===== src/rtl/fwg_pkg.sv =====
package fwg_pkg;

    typedef enum logic [2:0] {
        OP_NONE,
        OP_WEN,
        OP_WDI,
        OP_SSE,
        OP_SE,
        OP_CE,
        OP_PP,
        OP_SRW
    } op_kind_e;

    typedef enum logic [1:0] {
        PL_NONE,
        PL_TOP,
        PL_BOT,
        PL_ALL
    } prot_lvl_e;

    typedef struct packed {
        logic       lock;
        logic       rsv;
        logic       tb;
        logic [2:0] bp;
        logic       wen;
        logic       busy;
    } stat_t;

    function automatic op_kind_e classify(input logic [7:0] op);
        case (op)
            8'h06:        return OP_WEN;
            8'h04:        return OP_WDI;
            8'h20, 8'hD7: return OP_SSE;
            8'hD8:        return OP_SE;
            8'h60, 8'hC7: return OP_CE;
            8'h02:        return OP_PP;
            8'h01:        return OP_SRW;
            default:      return OP_NONE;
        endcase
    endfunction

    function automatic logic is_write(input op_kind_e k);
        return (k == OP_SSE) || (k == OP_SE) || (k == OP_CE) ||
               (k == OP_PP)  || (k == OP_SRW);
    endfunction

    function automatic prot_lvl_e prot_level(input logic tb, input logic [2:0] bp);
        if (bp == 3'b000)                    return PL_NONE;
        if (!tb && !bp[2])                   return PL_TOP;
        if (tb && bp[2] && bp[1:0] != 2'b00) return PL_BOT;
        return PL_ALL;
    endfunction

    function automatic int max_of(input int a, input int b);
        return (a > b) ? a : b;
    endfunction

endpackage


===== src/rtl/fwg_protect.sv =====
module fwg_protect
    import fwg_pkg::*;
#(
    parameter int AW = 19
) (
    input  logic          tb,
    input  logic [2:0]    bp,
    input  logic [AW-1:0] addr,
    output logic          hit,
    output logic          level_zero
);
    localparam int SH_BASE = AW - 4;

    logic [AW:0] full;
    logic [AW:0] rsize;
    logic [AW:0] a_ext;
    prot_lvl_e   lvl;

    always_comb begin
        full  = {1'b1, {AW{1'b0}}};
        rsize = {{AW{1'b0}}, 1'b1} << (SH_BASE + int'(bp[1:0]));
        a_ext = {1'b0, addr};
        lvl   = prot_level(tb, bp);
        case (lvl)
            PL_NONE: hit = 1'b0;
            PL_TOP:  hit = (a_ext >= (full - rsize));
            PL_BOT:  hit = (a_ext < rsize);
            default: hit = 1'b1;
        endcase
        level_zero = (lvl == PL_NONE);
    end
endmodule


===== src/rtl/fwg_gate.sv =====
module fwg_gate
    import fwg_pkg::*;
#(
    parameter int NB_W = 12
) (
    input  logic            cmd_valid,
    input  op_kind_e        kind,
    input  logic            aligned,
    input  logic [NB_W-1:0] nbytes,
    input  logic            busy,
    input  logic            wen,
    input  logic            lock,
    input  logic            wp_n,
    input  logic            hit,
    input  logic            level_zero,
    output logic            start,
    output logic            wen_set,
    output logic            wen_clr
);
    logic common_ok;
    logic kind_ok;

    always_comb begin
        common_ok = cmd_valid && !busy && aligned;
        case (kind)
            OP_SSE, OP_SE: kind_ok = !hit;
            OP_CE:         kind_ok = level_zero;
            OP_PP:         kind_ok = !hit && (nbytes != '0);
            OP_SRW:        kind_ok = (nbytes == NB_W'(1)) && (wp_n || !lock);
            default:       kind_ok = 1'b0;
        endcase
        start   = common_ok && wen && is_write(kind) && kind_ok;
        wen_set = common_ok && (kind == OP_WEN);
        wen_clr = common_ok && (kind == OP_WDI);
    end
endmodule


===== src/rtl/fwg_timer.sv =====
module fwg_timer
    import fwg_pkg::*;
#(
    parameter int T_SSE = 20,
    parameter int T_SE  = 30,
    parameter int T_CE  = 40,
    parameter int T_PP  = 16,
    parameter int T_SRW = 12
) (
    input  logic     clk,
    input  logic     rst,
    input  logic     start,
    input  op_kind_e kind,
    output logic     busy,
    output logic     done
);
    localparam int TMAX = max_of(max_of(max_of(T_SSE, T_SE), max_of(T_CE, T_PP)), T_SRW);
    localparam int CW   = $clog2(TMAX + 1);

    logic [CW-1:0] cnt;
    logic [CW-1:0] dur;

    always_comb begin
        case (kind)
            OP_SSE:  dur = CW'(T_SSE);
            OP_SE:   dur = CW'(T_SE);
            OP_CE:   dur = CW'(T_CE);
            OP_PP:   dur = CW'(T_PP);
            OP_SRW:  dur = CW'(T_SRW);
            default: dur = '0;
        endcase
    end

    always_ff @(posedge clk) begin
        if (rst)
            cnt <= '0;
        else if (start)
            cnt <= dur;
        else if (cnt != '0)
            cnt <= cnt - 1'b1;
    end

    assign busy = (cnt != '0);
    assign done = (cnt == CW'(1));

    // the gate never launches an operation over a running one
    assert_idle_start_R11: assert property (@(posedge clk) disable iff (rst)
        start |-> !busy);
endmodule


===== src/rtl/flash_write_gate.sv =====
module flash_write_gate
    import fwg_pkg::*;
#(
    parameter int AW    = 19,
    parameter int NB_W  = 12,
    parameter int T_SSE = 20,
    parameter int T_SE  = 30,
    parameter int T_CE  = 40,
    parameter int T_PP  = 16,
    parameter int T_SRW = 12
) (
    input  logic            clk,
    input  logic            rst,
    input  logic            cmd_valid,
    input  logic [7:0]      cmd_opcode,
    input  logic [23:0]     cmd_addr,
    input  logic            cmd_aligned,
    input  logic [NB_W-1:0] cmd_nbytes,
    input  logic [7:0]      cmd_wdata,
    input  logic            wp_n,
    output logic [7:0]      status,
    output logic            busy
);
    op_kind_e   kind;
    logic       wen_q, lock_q, tb_q;
    logic [2:0] bp_q;
    logic       srw_pend;
    logic       lock_nx, tb_nx;
    logic [2:0] bp_nx;
    logic       hit, level_zero;
    logic       start, wen_set, wen_clr, done;
    logic       unused_bits;
    stat_t      st;

    assign kind        = classify(cmd_opcode);
    assign unused_bits = ^{cmd_addr[23:AW]};

    fwg_protect #(.AW(AW)) u_protect (
        .tb(tb_q), .bp(bp_q), .addr(cmd_addr[AW-1:0]),
        .hit(hit), .level_zero(level_zero)
    );

    fwg_gate #(.NB_W(NB_W)) u_gate (
        .cmd_valid(cmd_valid), .kind(kind), .aligned(cmd_aligned),
        .nbytes(cmd_nbytes), .busy(busy), .wen(wen_q), .lock(lock_q),
        .wp_n(wp_n), .hit(hit), .level_zero(level_zero),
        .start(start), .wen_set(wen_set), .wen_clr(wen_clr)
    );

    fwg_timer #(.T_SSE(T_SSE), .T_SE(T_SE), .T_CE(T_CE), .T_PP(T_PP), .T_SRW(T_SRW)) u_timer (
        .clk(clk), .rst(rst), .start(start), .kind(kind),
        .busy(busy), .done(done)
    );

    always_ff @(posedge clk) begin
        if (rst) begin
            wen_q    <= 1'b0;
            lock_q   <= 1'b0;
            tb_q     <= 1'b0;
            bp_q     <= 3'b000;
            srw_pend <= 1'b0;
            lock_nx  <= 1'b0;
            tb_nx    <= 1'b0;
            bp_nx    <= 3'b000;
        end else if (done) begin
            wen_q <= 1'b0;
            if (srw_pend) begin
                lock_q   <= lock_nx;
                tb_q     <= tb_nx;
                bp_q     <= bp_nx;
                srw_pend <= 1'b0;
            end
        end else if (start) begin
            if (kind == OP_SRW) begin
                srw_pend <= 1'b1;
                lock_nx  <= cmd_wdata[7];
                tb_nx    <= cmd_wdata[5];
                bp_nx    <= cmd_wdata[4:2];
            end
        end else if (wen_set) begin
            wen_q <= 1'b1;
        end else if (wen_clr) begin
            wen_q <= 1'b0;
        end
    end

    always_comb begin
        st.lock = lock_q;
        st.rsv  = 1'b0;
        st.tb   = tb_q;
        st.bp   = bp_q;
        st.wen  = wen_q;
        st.busy = busy;
        status  = st;
    end

    // a write only launches with the enable latch set
    assert_start_wen_R3: assert property (@(posedge clk) disable iff (rst)
        start |-> wen_q);

    // enable latch reads clear once the operation finishes
    assert_wen_drop_R4: assert property (@(posedge clk) disable iff (rst)
        done |=> !status[1]);

    // chip erase launches only with nothing protected
    assert_chip_lvl0_R7: assert property (@(posedge clk) disable iff (rst)
        (start && kind == OP_CE) |-> (bp_q == 3'b000));

    // lock with pin low blocks status writes
    assert_lock_R8: assert property (@(posedge clk) disable iff (rst)
        (start && kind == OP_SRW) |-> (wp_n || !lock_q));

    // protect settings move only at completion of a status write
    assert_prot_hold_R9: assert property (@(posedge clk) disable iff (rst)
        !done |=> $stable({lock_q, tb_q, bp_q}));
endmodule


===== config.mk =====
export PLATFORM = sky130hd
export DESIGN_NAME = flash_write_gate
export DESIGN_NICKNAME = d
export VERILOG_FILES = /design/src/rtl/fwg_pkg.sv /design/src/rtl/fwg_protect.sv /design/src/rtl/fwg_gate.sv /design/src/rtl/fwg_timer.sv /design/src/rtl/flash_write_gate.sv
export SDC_FILE = /design/constraint.sdc
export NUM_CORES = 1
export LEC_CHECK = 0
export BUFFER_PORTS_ARGS = -buffer_cell sky130_fd_sc_hd__buf_2
export CAP_MARGIN = 20
export CORE_MARGIN = 1
export CORE_UTILIZATION = 40
export CTS_BUF_LIST = sky130_fd_sc_hd__clkbuf_2
export DETAILED_ROUTE_END_ITERATION = 6
export GPL_TIMING_DRIVEN = 0
export HOLD_SLACK_MARGIN = 0.15
export PLACE_DENSITY = 0.7
export SLEW_MARGIN = 20
export SYNTH_ARGS = -nofsm -noshare
export SYNTH_HDL_FRONTEND = slang
export SYNTH_HIERARCHICAL = 1
export SYNTH_SLANG_ARGS = --single-unit

===== constraint.sdc =====
create_clock -name clk -period 3.3 [get_ports clk]
set_input_delay 0.33 -clock clk [delete_from_list [all_inputs] [get_ports clk]]
set_output_delay 0.33 -clock clk [all_outputs]
set_load 0.01 [all_outputs]

Word level (Yosys, flattened, before mapping):

Cells that the tools add are included.

* bits in registers: 18
* output and inout bits: 9
* input bits: 57
* word-level logic and storage cells: 94

* reduce and logical (&&, ||, !) cells: 37
* add/sub/neg operators: 3
* $lt $le $gt $ge: 2
* bitwise gates (word level): 2
* equal/unequal tests: 20
* mux-type cells: 20
* shifts and indexed selects: 1

Operators by type and width (number)
* $shl A1 B32 Y20 const A: 1
* $pmux W6 S5: 1
* $eq A8 B8 Y1 const B: 3
* $pmux W3 S7: 1
* $ge A19 B20 Y1: 1
* $lt A19 B20 Y1: 1
* $sub A20 B20 Y20 const A: 1
* $eq A8 B3 Y1 const B: 2
* $eq A12 B1 Y1 const B: 1
* $eq A3 B3 Y1 const B: 4
* $logic_and A1 B1 Y1: 12
* $mux W2: 6
* $mux W6: 2
* $reduce_bool A12 Y1: 1
* $eq A8 B1 Y1 const B: 1
* $eq A8 B2 Y1 const B: 1
* $eq A8 B6 Y1 const B: 1
* $eq A8 B7 Y1 const B: 1
* $mux W1: 8
* $reduce_or A2 Y1: 4
* $eq A3 B2 Y1 const B: 2
* $eq A6 B1 Y1 const B: 1
* $reduce_and A2 Y1: 3
* $reduce_bool A2 Y1: 3
* 14 further kinds: 23

Longest topological paths before layout:

Gate-level depths: netlist of the first run.

* word-level depth: 17
* gate-level depth with buffers: 13
* depth with buffers taken out: 12

Modules after synthesis:

Netlist of the first run, hierarchy kept.

Modules (own cells, without submodules)
* flash_write_gate: instances 1, seq. area each 240.2 um^2, area an instance 775.7 um^2, cells an instance 91
* fwg_timer: instances 1, seq. area each 120.1 um^2, area an instance 410.4 um^2, cells an instance 46
* fwg_protect: instances 1, seq. area each 0.0 um^2, area an instance 385.4 um^2, cells an instance 50
* fwg_gate: instances 1, seq. area each 0.0 um^2, area an instance 162.7 um^2, cells an instance 19

Worst setup path after synthesis of the first run:

Ideal clock, no wire load.

* path kind: input to register
* start: input cmd_opcode[5]
* end: register bp_nx[0]
* data arrival time: 3.204 ns
* data required time: 3.228 ns
* buffers on the path: 0
* setup slack: 0.024 ns
* library setup time: 0.072 ns
* stages: 12
* path through: nor2_1 > a21oi_1 > a2bb2oi_1 > o32ai_1 > and2b_1 > nor2b_4 > nor4b_4 > o32ai_2 > nor3b_1 > nand4_1 > a31oi_4 > mux2i_1

* cells in the longest elaborated chain, start to end: 11
* elaborated cells on any way between the ends: 26
* those cells by class: eq/ne: 14; mux: 2; reduce/logical: 10

Ends and longest elaborated chain
* from (decl): RTL line flash_write_gate.sv:15 `input logic [7:0] cmd_opcode,`
* $eq A8 B7 Y1 (tied with other cells): RTL line fwg_pkg.sv:31 `case (op)`
* $reduce_or A2 Y1: RTL line fwg_pkg.sv:31
* $pmux W3 S7 (*): RTL line fwg_pkg.sv:31
* via kind[2]: RTL line flash_write_gate.sv:24 `op_kind_e kind;`
* parallel branches: the longest is 6 deep, another holds $pmux W1 S4
* $logic_and A1 B1 Y1 (*): RTL line fwg_gate.sv:32 `start = common_ok && wen && is_write(kind) && kind_ok;`
* via start: RTL line flash_write_gate.sv:31 `logic start, wen_set, wen_clr, done;`
* $reduce_and A3 Y1 (no line) (*)
* to (signal assigned): RTL line flash_write_gate.sv:78 `bp_nx <= cmd_wdata[4:2];`
* to (decl): RTL line flash_write_gate.sv:29 `logic [2:0] bp_nx;`

Mark *: on every way through the listed nets, which the timed path passes.
A chain may end at the register's enable or synchronous reset.

Worst setup path in the final report of the first run:

* start: input cmd_opcode[4]
* end: register bp_nx[2]

Same word-level chain as after synthesis.

==> flow_metrics.py, run 1 <==
metrics = {
    "critical_path": {
        "crit_type": "input port to flip-flop",
        "critPathLaunchType": "input port",
        "worstPathArrival_ns": 3.33,
        "cp_max_fo": 10,
        "reg2reg_depth": 11,
        "crit_required_ns": 3.55,
        "end_kind": "flip-flop",
    },
    "grt": {
        "gr-usage-met3_pct": 1.00,
        "antenna_found_initial": 0,
        "grt_use_total_pct": 16.6,
        "grt_pass1_vias": 1499,
        "busiest_layer": "met2",
        "grt-ovfl-total": 0,
        "gr-usage-met2_pct": 30.6,
        "grt_pass1_wl_um": 6020,
        "grt_util_met1_pct": 20.3,
        "grt_max_degree": 16,
    },
    "placed_design": {
        "dpl.hpwl_um": 3110,
        "place.gp.congestion": 0.817,
        "io_buffer_count": 53,
    },
    "clock_network": {
        "insertion_delay_ns": 0.30,
        "cts-root-buf": "clkbuf_2",
        "clk_pin_slew_ns": 0.17,
        "cts_buffer_depth": 2,
        "numCtsBuffers": 3,
        "clkSinkCount": 18,
        "cts-hold-fix-buffers": 0,
        "cts_tree": "done",
        "cts_max_level": 1,
    },
    "die": {
        "coreArea_um2": 4090,
        "start_util_pct": 42.4,
        "die_area_um2": 4600,
        "chipWidth_um": 67.8,
        "row_count": 23,
        "io_pins": 66,
        "fp.dieH_um": 67.8,
    },
    "yosys": {
        "ys_seq_area_share_pct": 20.8,
        "post-synth-top-count-cell": "dfxtp_1",
        "ys.flop_type": "dfxtp_1",
        "ys_seq_elements": 18,
        "synth_area_um2": 1730,
        "synth_top_area_share_pct": 20.8,
        "synth_edf_count": 0,
        "yosysUniqueCellTypes": 60,
        "synth_async_sr_flop_share_pct": 0,
        "synth_top_cells_by_area": "dfxtp_1, ha_1, nand2b_1",
        "syn_area_per_cell_um2": 8.42,
        "ys_warn_count": 6,
        "yosysTopAreaCell": "dfxtp_1",
        "synth_commonest_cells": "dfxtp_1, ha_1, nand2b_1",
        "synth_cells": 206,
    },
    "pwr": {
        "power.leakage_nw": 0.909,
        "finalPower_mw": 0.764,
        "powerDensity_nw_per_um2": 357,
        "max-vdd-ir-drop_uv": 160,
    },
    "hold_path": {
        "holdPathStages": 3,
        "hold_path_class": "input port to flip-flop",
    },
    "routing": {
        "wl_per_cell_um": 12.5,
        "routed_via_density": 5.41,
        "drt_iter0_drc": 56,
        "postRouteWirelength_um": 3950,
        "drc_errors": 0,
        "firstDrtPassIters": 4,
        "vias": 1716,
        "antenna_left": 0,
    },
    "sta": {
        "setup_viol": 0,
        "tightest_slew_ns": 0.630,
        "drv_slew": 0,
        "post-route-min-period_ns": 3.08,
        "timing_hold_violations_final": 0,
        "fmax_ghz": 0.324,
        "clock-skew-final_ns": 0.00407,
        "setup_tns_ns": 0,
        "slew_headroom_pct": 57.7,
        "fin_crit_sh_pct": 93.4,
        "rsz0062_at_grt": "no",
    },
    "final_layout": {
        "drive_above_1_share_pct": 31.8,
        "synthToLayoutAreaGrowth_pct": 23.4,
        "utilization_pct": 52.4,
        "fillers": 409,
        "diodes": 0,
        "nNetsFinal": 339,
    },
    "run": {
        "drv_cap": 0,
    },
    "status": {
        "status": "completed",
    },
}
## worst max-delay path: stages
cell and delay [ns]:
buf_2 0.13, nor3_4 0.32, nand3_1 0.26, o221ai_2 0.53
and3b_2 0.33, o211ai_1 0.16, o32ai_4 0.33, nor3b_1 0.24
nand4_1 0.17, a31oi_4 0.31, mux2i_1 0.22
## power breakdown
part	leakage (nW)	total, mW	switching [mW]	internal, mW
clock	0.0140	0.0954	0.0691	0.0263
sequential	0.147	0.280	0.0322	0.247
combinational	0.748	0.389	0.200	0.189
## path summary, 6_finish.rpt
kind / start / to / slack (ns)
setup / recovery: cmd_opcode[4] / bp_nx[2] / 0.22
hold / removal: cmd_wdata[5] / tb_nx / 0.26
hold reg to reg: lock_q / lock_q / 0.48
setup reg to reg: bp_q[1] / bp_nx[2] / 0.29
## layer usage
layer / part of all wire, % / up-vias / routed length (um)
met5: 0 / - / 0
met4: 0.63 / 0 / 25
met3: 6.3 / 2 / 250
met2: 46 / 53 / 1840
met1: 47 / 771 / 1840
li1: - / 890 / -
## cell type report
class                      instances  area, um^2  share of cell area, %
clock buffer                       3        15.0                  0.702
timing repair buffer              54         273                   12.7
buffer                            11        75.1                   3.51
sequential                        18         363                   17.0
multi-input combinational        168        1300                   60.9
clock inverter                     1        3.75                  0.175
inverter                          12        45.0                   2.11
tap                               50        62.6                   2.92
## cells in the final DEF (no fill, tap or decap), types with 3 or more instances in the layout
master,count
nor4_1,3
o211ai_1,4
nor3b_1,4
nor2b_1,3
and2_1,4
clkbuf_1,3
o21ai_0,3
buf_2,53
nand4_1,4
nor2_1,9
nor4_2,3
clkbuf_2,3
buf_4,8
inv_1,12
nand2_1,8
ha_1,14
nor3_1,5
mux2i_1,6
nand2b_1,14
nand3_1,10
conb_1,6
a21oi_1,13
or2_1,3
dfxtp_1,16
## cell families after synthesis
logic type / count (synthesis) / synth area share [%]
multiplexers: 6 / 3.46
other: 3 / 0.649
flip-flops: 18 / 20.8
AND/OR/NAND/NOR: 90 / 34.4
adder cells (fa/ha/maj): 14 / 10.1
XOR/XNOR: 3 / 1.52
AO/OA/AOI/OAI: 49 / 22.2
buffers and inverters: 23 / 6.93
## state kept, by name, summed over array words and instances (netlist names)
signal	flops
bp_nx	3
bp_q	3
lock_nx	1
lock_q	1
srw_pend	1
tb_nx	1
tb_q	1
u_timer/cnt	6
wen_q	1
## metrics by stage
step | worst slack (ns) | hold WS (ns) | cells | area [um^2]
floorplan | 0.0243 | 0.396 | 209 | 1750
global placement | -0.673 | 0.462 | 312 | 2070
detailed placement | -0.836 | 0.470 | 312 | 2070
CTS | 0.191 | 0.247 | 317 | 2120
global route | 0.0422 | 0.255 | 317 | 2140
finish | 0.218 | 0.258 | 317 | 2140
## repair_timing
| action | CTS | global route |
|---|---|---|
| endpoints found under the setup margin | 11 | 5 |
| pin swaps | 1 | 0 |
| buffers inserted | 1 | 0 |
| gates resized for setup | 3 | 4 |
Note: power is estimated with default switching activity, not from simulation.
==> run 2, diff against run 1 <==
--- a/config.mk
+++ b/config.mk
@@ -9,7 +9,7 @@
 export CAP_MARGIN = 20
 export CORE_MARGIN = 1
 export CORE_UTILIZATION = 40
-export CTS_BUF_LIST = sky130_fd_sc_hd__clkbuf_2
+export CTS_BUF_LIST = sky130_fd_sc_hd__clkbuf_8
 export DETAILED_ROUTE_END_ITERATION = 6
 export GPL_TIMING_DRIVEN = 0
 export HOLD_SLACK_MARGIN = 0.15
==> run 2 against run 1 <==
Compared with the run above: combinational power is essentially flat; core utilization grew 1.2 points; cell area grew 2.2%; register-to-register slack gained 0.02 ns; global-route usage grew 0.59 points; sequential share of layout area shrank 0.37 points; via count grew 0.47%.
==> flow_metrics.py, run 2 (synthesized netlist as in run 1, its figures left out) <==
metrics = {
    "status": {
        "status": "completed",
    },
    "critical_path": {
        "critPathLaunch": "cmd_opcode[6]",
        "worstPathArrival_ns": 3.25,
        "cp.depth": 13,
        "crit_chain": "buf_2 > nor2_1 > a21oi_1 > a2bb2oi_1 > o32ai_4 > and2b_1 > nor2b_4 > nor4b_4 > o32ai_4 > nor3b_1 > nand4_1 > a31oi_4 > mux2i_1",
        "end_kind": "flip-flop",
        "crit_type": "input port to flip-flop",
        "critPathLaunchType": "input port",
        "reg2reg_to": "bp_nx[1]",
        "slowest_stage": "o32ai_4",
        "cp_max_fo": 10,
        "crit_family": "compound AO/OA/AOI/OAI gates",
        "r2r_slack_ns": 0.31,
        "cp_num_buf_inv": 1,
        "max_stage_delay_ns": 0.46,
        "r2r-start": "bp_q[1]",
        "worstSetupEndpoint": "bp_nx[1]",
        "crit_required_ns": 3.49,
        "reg2reg_depth": 11,
        "critPathMostFrequentCell": "o32ai_4",
    },
    "grt": {
        "grt-ovfl-total": 0,
        "gr-usage-met2_pct": 31.9,
        "grt_pass1_vias": 1544,
        "busiest_layer": "met2",
        "grt_util_met1_pct": 19.8,
        "antenna_found_initial": 0,
        "grt_use_total_pct": 17.2,
        "grt_max_degree": 16,
        "gr-usage-met3_pct": 2.00,
        "grt_pass1_wl_um": 6130,
    },
    "pwr": {
        "max-vdd-ir-drop_uv": 162,
        "finalPower_mw": 0.853,
        "powerDensity_nw_per_um2": 390,
        "power.leakage_nw": 0.925,
    },
    "routing": {
        "routed_via_density": 5.44,
        "postRouteWirelength_um": 4010,
        "antenna_left": 0,
        "drt_iter0_drc": 55,
        "vias": 1724,
        "wl_per_cell_um": 12.6,
        "drc_errors": 0,
        "firstDrtPassIters": 4,
    },
    "sta": {
        "setup_ws_ns": 0.232,
        "post-route-min-period_ns": 3.07,
        "drv_slew": 0,
        "tightest_slew_ns": 0.628,
        "fin_crit_sh_pct": 93.0,
        "fmax_ghz": 0.326,
        "slew_headroom_pct": 57.8,
        "clock-skew-final_ns": 0.00276,
        "timing_hold_violations_final": 0,
        "setup_viol": 0,
        "rsz0062_at_grt": "no",
    },
    "die": {
        "die_area_um2": 4600,
        "row_count": 23,
        "fp.dieH_um": 67.8,
        "coreArea_um2": 4090,
        "start_util_pct": 42.4,
        "chipWidth_um": 67.8,
        "io_pins": 66,
    },
    "final_layout": {
        "layout.cells.most_common": "buf_2",
        "design_area_um2": 2190,
        "top_regs": "u_timer/cnt x6, bp_nx x3, bp_q x3",
        "drive_above_1_share_pct": 32.2,
        "utilization_pct": 53.5,
        "fin_cells": 317,
        "synthToLayoutAreaGrowth_pct": 26.1,
        "largest_register_ffs": 6,
        "nNetsFinal": 339,
        "most-common-layout-cells": "buf_2, dfxtp_1, nand2b_1, ha_1, a21oi_1",
        "diodes": 0,
        "max_flop_register": "u_timer/cnt",
    },
    "clock_network": {
        "cts_tree": "done",
        "insertion_delay_ns": 0.26,
        "cts_max_level": 1,
        "cts_buffer_depth": 2,
        "cts-root-buf": "clkbuf_8",
        "clk_pin_slew_ns": 0.07,
        "cts-hold-fix-buffers": 0,
        "clkSinkCount": 18,
        "numCtsBuffers": 3,
    },
    "hold_path": {
        "hold_path_class": "input port to flip-flop",
    },
    "run": {
        "drv_cap": 0,
    },
    "placed_design": {
        "placed_area_um2": 2070,
        "dp.cells": 312,
        "dpl.hpwl_um": 3110,
        "place.gp.congestion": 0.817,
        "dpl_worst_slack_ns": -0.836,
        "io_buffer_count": 53,
    },
}
## run 2: cell types whose count changed in the layout (fill, tap and decap cells not counted), sizes merged
cell,delta
clkbuf,+1
clkinv,-1
## run 2: cell type report
| class | instances | area, um^2 |
|---|---|---|
| fillers | 393 | 1900 |
| plain buffers | 11 | 75.1 |
| well taps | 50 | 62.6 |
| inverters | 12 | 45.0 |
| clock buffers | 4 | 55.1 |
| multi-input cells | 168 | 1310 |
| repair buffers | 54 | 273 |
| flip-flops and latches | 18 | 363 |
## run 2: how the worst min path moves through the flow
stage / from / end / slack, ns / cells past startpoint
2_1_floorplan: rst / u_timer/cnt[5] / 0.40 / 1
4_1_cts: cmd_wdata[5] / tb_nx / 0.33 / 3
3_5_place_dp: lock_q / lock_q / 0.47 / 2
5_1_grt: cmd_wdata[5] / tb_nx / 0.34 / 3
6_report: cmd_wdata[5] / tb_nx / 0.33 / 3
3_3_place_gp: bp_nx[1] / bp_nx[1] / 0.46 / 2
## run 2: worst min-delay path: stages
cell,delay (ns)
buf_2,0.09
nand2b_1,0.06
mux2i_1,0.06
## run 2: what timing repair did
item,4_1_cts,5_1_grt
setup buffers,1,0
pin swaps,1,0
endpoints found under the setup margin,11,5
hold endpoints to repair,0,0
resized for setup,5,3
## run 2: power breakdown
part	internal [mW]	total [mW]	switching (mW)
Combinational	0.190	0.391	0.201
Sequential	0.247	0.279	0.0321
Clock	0.106	0.182	0.0762
## run 2: through the flow
stage / setup TNS [ns] / hold WS, ns
6_report: 0 / 0.331
5_1_grt: 0 / 0.342
4_1_cts: 0 / 0.333
3_5_place_dp: -7.02 / 0.470
3_3_place_gp: -5.19 / 0.462
2_1_floorplan: 0 / 0.396
## run 2: routing by layer
layer	vias up	wire, um
met4	0	35
met5	-	0
met2	62	1850
li1	890	-
met1	768	1840
met3	4	281
==> run 3, diff against run 2 <==
--- a/config.mk
+++ b/config.mk
@@ -10,10 +10,11 @@
 export CORE_MARGIN = 1
 export CORE_UTILIZATION = 40
 export CTS_BUF_LIST = sky130_fd_sc_hd__clkbuf_8
+export CTS_CLUSTER_DIAMETER = 80
 export DETAILED_ROUTE_END_ITERATION = 6
 export GPL_TIMING_DRIVEN = 0
 export HOLD_SLACK_MARGIN = 0.15
-export PLACE_DENSITY = 0.7
+export PLACE_DENSITY = 0.67
 export SLEW_MARGIN = 20
 export SYNTH_ARGS = -nofsm -noshare
 export SYNTH_HDL_FRONTEND = slang
==> constraint.sdc (replaced) <==
create_clock -name clk -period 3.2 [get_ports clk]
set_input_delay 0.32 -clock clk [delete_from_list [all_inputs] [get_ports clk]]
set_output_delay 0.32 -clock clk [all_outputs]
set_load 0.01 [all_outputs]
==> run 3 against run 2 <==
Compared with the run above: sequential share of layout area fell by 0.21 points; sequential cell count did not move; sequential power rose by 4%; critical path depth fell by 2; global-route usage fell by 0.63 points; clock power rose by 2%; cell area rose by 1.3%; via count fell by 1.5%; combinational power rose by 2%; largest cell class unchanged; largest power group unchanged; highest routed layer unchanged.
==> flow_metrics.py, run 3 (synthesized netlist as in run 1, its figures left out) <==
metrics = {
    "routing": {
        "wl_per_cell_um": 12.0,
        "postRouteWirelength_um": 3850,
        "antenna_left": 0,
        "routed_via_density": 5.31,
        "drt_iter0_drc": 47,
        "firstDrtPassIters": 4,
        "vias": 1699,
        "drc_errors": 0,
    },
    "final_layout": {
        "most-common-layout-cells": "buf_2, dfxtp_1, nand2b_1, ha_1, a21oi_1",
        "fillers": 420,
        "nNetsFinal": 342,
        "top_regs": "u_timer/cnt x6, bp_nx x3, bp_q x3",
        "synthToLayoutAreaGrowth_pct": 27.7,
        "diodes": 0,
        "drive_above_1_share_pct": 33.3,
        "largest_register_ffs": 6,
        "max_flop_register": "u_timer/cnt",
        "utilization_pct": 54.2,
        "layout.cells.most_common": "buf_2",
    },
    "critical_path": {
        "crit_required_ns": 3.37,
        "crit_chain": "and2_1 > ha_1 > a21o_1 > a2111oi_1 > nor3_1 > a211o_1 > o32ai_4 > nor3b_2 > nand4_1 > a31oi_4 > mux2i_1",
        "slowest_stage": "a2111oi_1",
        "critPathLaunchType": "flip-flop",
        "crit_family": "compound AO/OA/AOI/OAI gates",
        "crit_type": "flip-flop to flip-flop",
        "cp_max_fo": 9,
        "cp.depth": 11,
        "end_kind": "flip-flop",
        "worstPathArrival_ns": 3.14,
        "reg2reg_depth": 11,
        "max_stage_delay_ns": 0.39,
        "cp_num_buf_inv": 0,
    },
    "pwr": {
        "max-vdd-ir-drop_uv": 167,
        "power.leakage_nw": 0.943,
        "powerDensity_nw_per_um2": 394,
        "finalPower_mw": 0.873,
    },
    "clock_network": {
        "insertion_delay_ns": 0.25,
        "cts-root-buf": "clkbuf_8",
        "numCtsBuffers": 3,
        "clk_pin_slew_ns": 0.07,
        "clkSinkCount": 18,
        "cts_max_level": 1,
        "cts_buffer_depth": 2,
        "cts_tree": "done",
    },
    "hold_path": {
        "holdPathStages": 3,
        "hold_path_class": "input port to flip-flop",
    },
    "grt": {
        "grt-ovfl-total": 0,
        "grt_pass1_vias": 1423,
        "grt_use_total_pct": 16.6,
        "antenna_found_initial": 0,
        "grt_max_degree": 16,
        "grt_pass1_wl_um": 6020,
    },
    "sta": {
        "tightest_slew_ns": 0.602,
        "timing_hold_violations_final": 0,
        "rsz0062_at_grt": "no",
        "setup_tns_ns": 0,
        "fin_crit_sh_pct": 92.6,
        "slew_headroom_pct": 59.5,
        "setup_viol": 0,
        "holdWs_ns": 0.323,
        "drv_slew": 0,
        "clock-skew-final_ns": 0.000942,
        "post-route-min-period_ns": 2.96,
        "fmax_ghz": 0.337,
    },
    "die": {
        "row_count": 23,
        "start_util_pct": 42.4,
        "fp.dieH_um": 67.8,
        "chipWidth_um": 67.8,
        "coreArea_um2": 4090,
        "io_pins": 66,
        "die_area_um2": 4600,
    },
    "placed_design": {
        "dpl.hpwl_um": 3010,
        "io_buffer_count": 53,
        "place.gp.congestion": 0.772,
    },
    "run": {
        "drv_cap": 0,
    },
    "status": {
        "status": "completed",
    },
}
[run 3: cell count changes in the layout (fill, tap and decap cells not counted), sizes merged]
cell / previous run / this run
buf: 62 / 65
[run 3: report_power, final]
group          switching [mW]  internal [mW]  total [mW]
combinational           0.204          0.195       0.399
clock                  0.0764          0.109       0.186
sequential             0.0338          0.255       0.289
total                   0.314          0.559       0.873
[run 3: metrics by stage]
step                      std cells  instance area, um^2  setup WS, ns
after floorplan                 209                 1750        0.0467
after global placement          312                 2080        -0.569
after detailed placement        312                 2080        -0.629
after CTS                       317                 2160        0.0991
after global routing            320                 2210        0.0326
final                           320                 2210         0.236
[run 3: repair_timing]
item,CTS,global route
setup buffers,1,3
hold buffers,0,0
gates resized for setup,2,6
setup endpoints to repair,6,5
pin swaps,1,1
[run 3: final timing paths]
kind | startpoint | endpoint | slack (ns)
max | bp_q[1] | bp_nx[2] | 0.24
min | cmd_wdata[7] | lock_nx | 0.32
max reg2reg | bp_q[1] | bp_nx[2] | 0.24
min reg2reg | bp_nx[0] | bp_q[0] | 0.48
[run 3: routing by layer]
metal,vias to the layer above,part of all wire [%],track usage [%]
li1,892,-,-
met1,754,48,22.3
met2,51,45,28.7
met3,2,6.5,1.00
met4,0,0.65,3.91
met5,-,0,0
[run 3: cell type report]
cell class | count | area (um^2) | area share [%]
multi-input combinational | 168 | 1320 | 59.5
sequential | 18 | 363 | 16.4
timing repair buffer | 57 | 295 | 13.3
buffer | 11 | 75.1 | 3.39
tap | 50 | 62.6 | 2.82
clock buffer | 4 | 55.1 | 2.49
inverter | 12 | 45.0 | 2.03
[run 3: worst min-delay path: stages]
cell,delay [ns]
buf_2,0.10
nand2b_1,0.05
mux2i_1,0.06
